==> src/rtl/cpu_clk_div_pkg.sv <==
package cpu_clk_div_pkg;
  localparam int ADDR_W = 8;
  localparam int DATA_W = 32;
  localparam int N_W    = 9;
  localparam int DIV_W  = N_W + 1;          // holds 2*N up to 1022
  localparam int RATIO_W = 2;

  localparam logic [ADDR_W-1:0] MAIN_OFF = 8'h40;
  localparam logic [ADDR_W-1:0] AUX_OFF  = 8'h00;

  localparam int SRC_BIT   = 0;
  localparam int RATIO_LSB = 2;
  localparam int OUT_BIT   = 7;
  localparam int N_LSB     = 20;

  localparam logic [DATA_W-1:0] MAIN_MASK =
    (DATA_W'(1) << SRC_BIT) | (DATA_W'((1 << RATIO_W) - 1) << RATIO_LSB) | (DATA_W'(1) << OUT_BIT);
  localparam logic [DATA_W-1:0] AUX_MASK = DATA_W'((1 << N_W) - 1) << N_LSB;

  // strobes and settings handed from control to datapath
  typedef struct packed {
    logic             tick;       // one source tick this cycle
    logic             xtalTick;   // crystal rising edge seen this cycle
    logic             xtalLevel;  // synchronised crystal level
    logic             outSel;     // 1: divided path, 0: crystal pass-through
    logic [DIV_W-1:0] reqDiv;     // requested ratio, never zero
  } ctl_bus_t;
endpackage

==> src/rtl/cpu_clk_div_ctl.sv <==
module cpu_clk_div_ctl
  import cpu_clk_div_pkg::*;
#(
  parameter int SYNC_STAGES = 2
) (
  input  logic              clk,
  input  logic              rstN,
  input  logic              xtalClk,
  input  logic              regWrEn,
  input  logic [ADDR_W-1:0] regAddr,
  input  logic [DATA_W-1:0] regWrData,
  output logic [DATA_W-1:0] regRdData,
  output ctl_bus_t          ctlBus
);
  logic               srcSelQ;
  logic               outSelQ;
  logic [RATIO_W-1:0] ratioQ;
  logic [N_W-1:0]     nQ;
  logic [SYNC_STAGES:0] syncQ;   // last stage only feeds edge detection
  logic               unusedWrBits;

  assign unusedWrBits = ^(regWrData & ~(MAIN_MASK | AUX_MASK));

  always_ff @(posedge clk) begin
    if (!rstN) begin
      srcSelQ <= 1'b0;
      outSelQ <= 1'b0;
      ratioQ  <= '0;
      nQ      <= '0;
    end else if (regWrEn) begin
      if (regAddr == MAIN_OFF) begin
        srcSelQ <= regWrData[SRC_BIT];
        ratioQ  <= regWrData[RATIO_LSB +: RATIO_W];
        outSelQ <= regWrData[OUT_BIT];
      end
      if (regAddr == AUX_OFF) begin
        nQ <= regWrData[N_LSB +: N_W];
      end
    end
  end

  always_comb begin
    regRdData = '0;
    if (regAddr == MAIN_OFF) begin
      regRdData[SRC_BIT]                 = srcSelQ;
      regRdData[RATIO_LSB +: RATIO_W]    = ratioQ;
      regRdData[OUT_BIT]                 = outSelQ;
    end else if (regAddr == AUX_OFF) begin
      regRdData[N_LSB +: N_W] = nQ;
    end
  end

  // crystal synchroniser, one stage per generate step
  for (genvar i = 0; i <= SYNC_STAGES; i++) begin : g_sync
    always_ff @(posedge clk) begin
      if (!rstN) syncQ[i] <= 1'b0;
      else if (i == 0) syncQ[i] <= xtalClk;
      else syncQ[i] <= syncQ[(i == 0) ? 0 : i - 1];
    end
  end

  function automatic logic [DIV_W-1:0] decodeDiv(input logic [RATIO_W-1:0] code,
                                                  input logic [N_W-1:0] n);
    if (code != '1)      return DIV_W'(code) + DIV_W'(1);
    else if (n == '0)    return DIV_W'(1);
    else                 return {n, 1'b0};
  endfunction

  always_comb begin
    ctlBus.xtalLevel = syncQ[SYNC_STAGES-1];
    ctlBus.xtalTick  = syncQ[SYNC_STAGES-1] & ~syncQ[SYNC_STAGES];
    ctlBus.tick      = srcSelQ ? 1'b1 : ctlBus.xtalTick;
    ctlBus.outSel    = outSelQ;
    ctlBus.reqDiv    = decodeDiv(ratioQ, nQ);
  end
endmodule

==> src/rtl/cpu_clk_div_dp.sv <==
module cpu_clk_div_dp
  import cpu_clk_div_pkg::*;
(
  input  logic     clk,
  input  logic     rstN,
  input  ctl_bus_t ctlBus,
  output logic     cpuEn,
  output logic     cpuClk
);
  logic [DIV_W-1:0] cnt;
  logic [DIV_W-1:0] activeDiv;
  logic [DIV_W-1:0] cntNext;
  logic [DIV_W-1:0] divNext;
  logic             lastTick;
  logic             periodEnd;
  logic             phaseNext;

  function automatic logic [DIV_W:0] halfUp(input logic [DIV_W-1:0] d);
    return ({1'b0, d} + (DIV_W+1)'(1)) >> 1;
  endfunction

  always_comb begin
    lastTick  = (cnt == activeDiv - DIV_W'(1));
    periodEnd = ctlBus.tick & lastTick;
    cntNext   = cnt;
    divNext   = activeDiv;
    if (periodEnd) begin
      cntNext = '0;
      divNext = ctlBus.reqDiv;   // ratio swaps only at a period boundary
    end else if (ctlBus.tick) begin
      cntNext = cnt + DIV_W'(1);
    end
    phaseNext = ({1'b0, cntNext} < halfUp(divNext));
  end

  always_ff @(posedge clk) begin
    if (!rstN) begin
      cnt       <= '0;
      activeDiv <= DIV_W'(1);
      cpuEn     <= 1'b0;
      cpuClk    <= 1'b0;
    end else begin
      cnt       <= cntNext;
      activeDiv <= divNext;
      cpuEn     <= ctlBus.outSel ? periodEnd : ctlBus.xtalTick;
      cpuClk    <= ctlBus.outSel ? phaseNext : ctlBus.xtalLevel;
    end
  end
endmodule

==> src/rtl/cpu_clk_divider.sv <==
module cpu_clk_divider
  import cpu_clk_div_pkg::*;
#(
  parameter int SYNC_STAGES = 2
) (
  input  logic              clk,
  input  logic              rstN,
  input  logic              xtalClk,
  input  logic              regWrEn,
  input  logic [ADDR_W-1:0] regAddr,
  input  logic [DATA_W-1:0] regWrData,
  output logic [DATA_W-1:0] regRdData,
  output logic              cpuEn,
  output logic              cpuClk
);
  ctl_bus_t ctlBus;

  cpu_clk_div_ctl #(.SYNC_STAGES(SYNC_STAGES)) u_ctl (
    .clk(clk), .rstN(rstN), .xtalClk(xtalClk),
    .regWrEn(regWrEn), .regAddr(regAddr), .regWrData(regWrData),
    .regRdData(regRdData), .ctlBus(ctlBus)
  );

  cpu_clk_div_dp u_dp (
    .clk(clk), .rstN(rstN), .ctlBus(ctlBus),
    .cpuEn(cpuEn), .cpuClk(cpuClk)
  );
endmodule

==> config.mk <==
export PLATFORM = sky130hd
export DESIGN_NAME = cpu_clk_divider
export DESIGN_NICKNAME = d
export VERILOG_FILES = /design/src/rtl/cpu_clk_div_pkg.sv /design/src/rtl/cpu_clk_div_ctl.sv /design/src/rtl/cpu_clk_div_dp.sv /design/src/rtl/cpu_clk_divider.sv
export SDC_FILE = /design/constraint.sdc
export NUM_CORES = 1
export LEC_CHECK = 0
export BUFFER_PORTS_ARGS = -buffer_cell sky130_fd_sc_hd__buf_2
export CORE_MARGIN = 2
export CORE_UTILIZATION = 57
export DETAILED_ROUTE_END_ITERATION = 10
export PLACE_DENSITY = 0.86
export SLEW_MARGIN = 20
export SYNTH_ARGS = -nofsm -noshare
export SYNTH_HDL_FRONTEND = slang
export SYNTH_SLANG_ARGS = --single-unit
==> constraint.sdc <==
create_clock -name clk -period 11.8 [get_ports clk]
set_input_delay 1.77 -clock clk [delete_from_list [all_inputs] [get_ports clk]]
set_output_delay 1.77 -clock clk [all_outputs]
set_load 0.02 [all_outputs]
# --- After elaboration in Yosys (flattened, before gate mapping) ---
# Cells that the tools add are included.
op_classes:
  n_addsub: 4
  n_mul: 0
  n_div: 0
  n_lt_le_gt_ge: 1
  eq_ne: 3
  shift: 0
  n_mux: 13
  n_bitwise: 3
  reduce_logical: 4
op_table:
  columns: ["cell", "n"]
  rows:
  - ["$mux W10", 5]
  - ["$mux W9", 2]
  - ["$add A10 B1 Y11 const B", 1]
  - ["$add A10 B1 Y10 const B", 1]
  - ["$eq A10 B10 Y1", 1]
  - ["$lt A10 B10 Y1", 1]
  - ["$sub A10 B1 Y10 const B", 1]
  - ["$logic_not A9 Y1", 1]
  - ["$eq A8 B7 Y1 const B", 1]
  - ["$logic_not A8 Y1", 1]
  - ["$mux W1", 5]
  - ["$reduce_and A2 Y1", 2]
  - ["$add A2 B1 Y3 const B", 1]
  - ["$and A1 B1 Y1", 2]
  - ["$mux W2", 1]
  - ["$ne A2 B2 Y1 const B", 1]
  - ["$not A1 Y1", 1]
totals:
  reg_bits: 38
  latchBits: 0
  ram_bits: 0
  rom_bits: 0
  out_inout_bits: 34
  elab_cells: 39
  memories: 0

# --- Logic depth before layout (Yosys ltp) ---
depth:
  ltp_word: 8
  depth_mapped: 22

# --- Cells and area by module ---
# A second synthesis with hierarchy kept.
unflattened:
  hier_cells: 365
  area_unflattened_um2: 2905.3
by_module_without_submodules:
  columns: ["module", "n_inst", "cells_each", "area_per_inst_um2"]
  rows:
  - ["cpu_clk_div_dp", 1, 243, 1881.8]
  - ["cpu_clk_div_ctl", 1, 122, 1023.5]

# --- Worst setup path after synthesis ---
# No wires, ideal clock.
synth_timing:
  path_kind: "in2out"
  startpoint: "in regAddr[2]"
  endpoint: "out regRdData[20]"
  arrival_time_ns: 3.095
  setup_slack_ns: 6.935
  cell_stages: 5
  path_cell_list: "nor4_1 -> nand2_1 -> nor2_1 -> clkbuf_1 -> and2_1"
synth_via:
  elab_chain_len: 3
  elab_cells_between_ends: 4
synth_rtl:
  columns: ["element", "line_no", "source"]
  rows:
  - ["start, declared", "cpu_clk_divider.sv:10", "input logic [ADDR_W-1:0] regAddr,"]
  - ["$logic_not A8 Y1", "cpu_clk_div_ctl.sv:48", "end else if (regAddr == AUX_OFF) begin"]
  - ["$mux W9", "cpu_clk_div_ctl.sv:48", null]
  - ["$mux W9 *", "cpu_clk_div_ctl.sv:44", "if (regAddr == MAIN_OFF) begin"]
  - ["end, declared", "cpu_clk_divider.sv:12", "output logic [DATA_W-1:0] regRdData,"]
# Mark *: on every way between the ends. The rest lies on a longest branch, timed or not.

# --- Final worst setup path ---
layout_timing:
  startpoint: "in regAddr[2]"
  endpoint: "out regRdData[26]"
# The elaborated chain is that of the path after synthesis.

==> impl_metrics.yaml <==
status:
  status: "completed"
yosys:
  syn_inst: 353
  synth_cell_types: 54
  post-synth-top-count-cell: "dfxtp_1"
  yosys-top-cells-area: "dfxtp_1 (27%), ha_1 (5.8%), buf_4 (5.4%), nand3_1 (5.2%), xnor2_1 (4.7%)"
  synth_area_per_cell_um2: 7.92
  synth_top_area_cell: "dfxtp_1"
  yosysWarningCount: 0
  synth_top_area_share_pct: 27.2
  async_flop_share_pct: 0
  syn_area_um2: 2800
  synth_edf_count: 0
  ys_seq_elements: 38
  yosys-top-cells-count: "dfxtp_1 (38), nor2_1 (31), nand3_1 (29)"
  synth-seq-area-share_pct: 27.2
  synth_ff_type: "dfxtp_1"
clock_network:
  cts_tree: "yes"
  htreeDepth: 2
  clockBufferDepth: 2
  numCtsBuffers: 5
  ctsHoldBuffers: 0
  cts_root_buf: "clkbuf_8"
  clock_sinks: 38
  clkTransAtPathRegs_ns: 0.08
  worstSkewPairLatency_ns: 0.29
  cts_resized: 0
  cts_setup_buffers: 0
route:
  drt_iter0_drc: 139
  dr.pass1.iters: 5
  wl_um: 6250
  detail-route-antenna-nets: 0
  detail_route.wl_per_cell_um: 13.9
  drc: 0
  via_per_inst: 5.59
  vias: 2514
critical_path:
  crit_buf_inv: 2
  crit_fanout: 19
  slowest_stage: "nor2_1"
  reg2reg_setup_slack_ns: 6.68
  start_kind: "input pin"
  cp.arrival_ns: 3.44
  end_kind: "output pin"
  cp_common_cell: "buf_2"
  cp.required_ns: 10.03
  crit_cells: 6
  critPathKind: "in -> out"
  reg2reg_to: "u_dp.cpuClk$_SDFF_PN0_"
  cp_cell_sequence: "buf_2 > nor4_1 > nand2_1 > nor2_1 > and2_1 > buf_2"
  r2r_start: "u_dp.activeDiv[0]$_SDFF_PN1_"
  critPathMaxStageDelay_ns: 0.64
  rr_worst_depth: 21
  critPathTopFamily: "simple AND/OR/NAND/NOR gates"
worst_hold_path:
  holdPathEnd: "u_ctl.ctlBus[11]$_SDFF_PN0_"
  holdPathStages: 1
  hp-class: "reg -> reg"
  hp-start: "u_ctl.syncQ[0]$_SDFF_PN0_"
sta:
  min_period_ns: 5.21
  rsz0062_at_grt: "false"
  setup_viol: 0
  hold_slack_ns: 0.440
  hold_violations: 0
  timing.slew.headroom_pct: 34.5
  fmaxAchievable_ghz: 0.192
  finalWorstSetupSlack_ns: 6.59
  worst_slew_pin_slew_ns: 0.977
  min_period_over_period_pct: 44.2
  fin_skew_ns: 0.00552
  setup_tns_ns: 0
  slew_viol_final: 0
final_layout:
  antenna_cells: 0
  nets: 439
  layoutNonFillerInstCount: 450
  drive_gt1_share_pct: 16.4
  design_area_um2: 3020
  area_growth_pct: 7.92
  fin_util_pct: 63.9
die:
  coreArea_um2: 4720
  die_w_um: 74.0
  floorplan.rows: 25
  die_area_um2: 5480
  start_util_pct: 59.2
  io_pins: 78
  fp.dieH_um: 74.0
power:
  finalPower_mw: 0.257
  powerDensity_nw_per_um2: 85.0
  vdd_ir_drop_max_mv: 0.0726
  power.leakage_nw: 1.25
grt:
  grt_max_degree: 35
  grtUsageTotal_pct: 24.5
  grt_overflow_total: 0
  grt_pass1_wl_um: 10500
  grt_pass1_vias: 2388
  grt_antenna_before_repair: 0
placement:
  place_ws_ns: 6.58
  gp_congestion: 0.857
  place_inst: 442
  hpwl_um: 4610
  io_buffers: 39
  place_area_um2: 2920
flow_run:
  cap_violations: 0
-- worst register-to-register path, cell delays in order, from the launching register on --
cell	delay [ns]
dfxtp_1	0.38
inv_1	0.13
ha_1	0.26
and2_1	0.20
nor4b_1	0.30
a31oi_1	0.14
a2111oi_4	0.81
o2111ai_1	0.29
o21ai_0	0.16
ha_1	0.35
nand3_1	0.16
nor2_1	0.18
and3_1	0.22
xnor2_1	0.13
mux2i_1	0.10
ha_1	0.32
a21o_1	0.16
a21o_1	0.17
a21oi_1	0.20
a22o_1	0.18
nand3_1	0.07
o21ai_0	0.15
-- how the worst max path moves through the flow --
stage / startpoint / to / slack, ns
finish: regAddr[2] / regRdData[26] / 6.59
global route: regAddr[2] / regRdData[21] / 6.21
CTS: regAddr[2] / regRdData[26] / 6.58
detailed placement: regAddr[2] / regRdData[26] / 6.58
global placement: regAddr[2] / regRdData[24] / 6.67
floorplan: regAddr[2] / regRdData[20] / 6.94
-- layout by cell type, fill, tap and decap left out, drive strengths merged, types with 13 or more instances in the layout --
cell type   n
nor2       33
dfxtp      38
nor3       13
and2       18
buf        41
a21oi      23
o21ai      14
conb       19
xnor2      16
nand3      29
nand2      24
ha         13
-- per-layer routing --
| layer | vias up | GRT usage [%] | share of wire [%] |
|---|---|---|---|
| li1 | 1265 | - | - |
| met1 | 1157 | 30.2 | 46 |
| met2 | 76 | 41.9 | 46 |
| met3 | 16 | 4.20 | 4.7 |
| met4 | 0 | 10.9 | 2.8 |
| met5 | - | 0 | 0 |
-- sequential cells by signal, indices dropped and copies added (netlist names) --
signal          cells
u_ctl.ctlBus        1
u_ctl.nQ            9
u_ctl.outSelQ       1
u_ctl.ratioQ        2
u_ctl.srcSelQ       1
u_ctl.syncQ         2
u_dp.activeDiv     10
u_dp.cnt           10
u_dp.cpuClk         1
u_dp.cpuEn          1
-- cell families after synthesis --
kind of cell	synth area share, %
fa+ha+maj	5.82
other cells	0.134
buf+inv	9.62
flops	27.2
simple gates	29.0
xor+xnor	8.73
compound gates	15.4
mux	4.03
-- where the power goes --
| group | switching (mW) | total [mW] | leakage, nW | internal, mW |
|---|---|---|---|---|
| clock | 0.0477 | 0.0947 | 0.0472 | 0.0470 |
| combinational | 0.0215 | 0.0313 | 0.895 | 0.00981 |
| sequential | 0.00116 | 0.131 | 0.307 | 0.129 |
| total | 0.0704 | 0.257 | 1.25 | 0.186 |
-- layout make-up --
cell class / count / area, µm²
tap: 67 / 83.8
inverter: 9 / 33.8
timing repair buffer: 41 / 210
clock inverter: 2 / 12.5
multi-input combinational: 287 / 1830
clock buffer: 6 / 82.6
fill: 398 / 1710
sequential: 38 / 761
(Power assumes the default switching activity.)
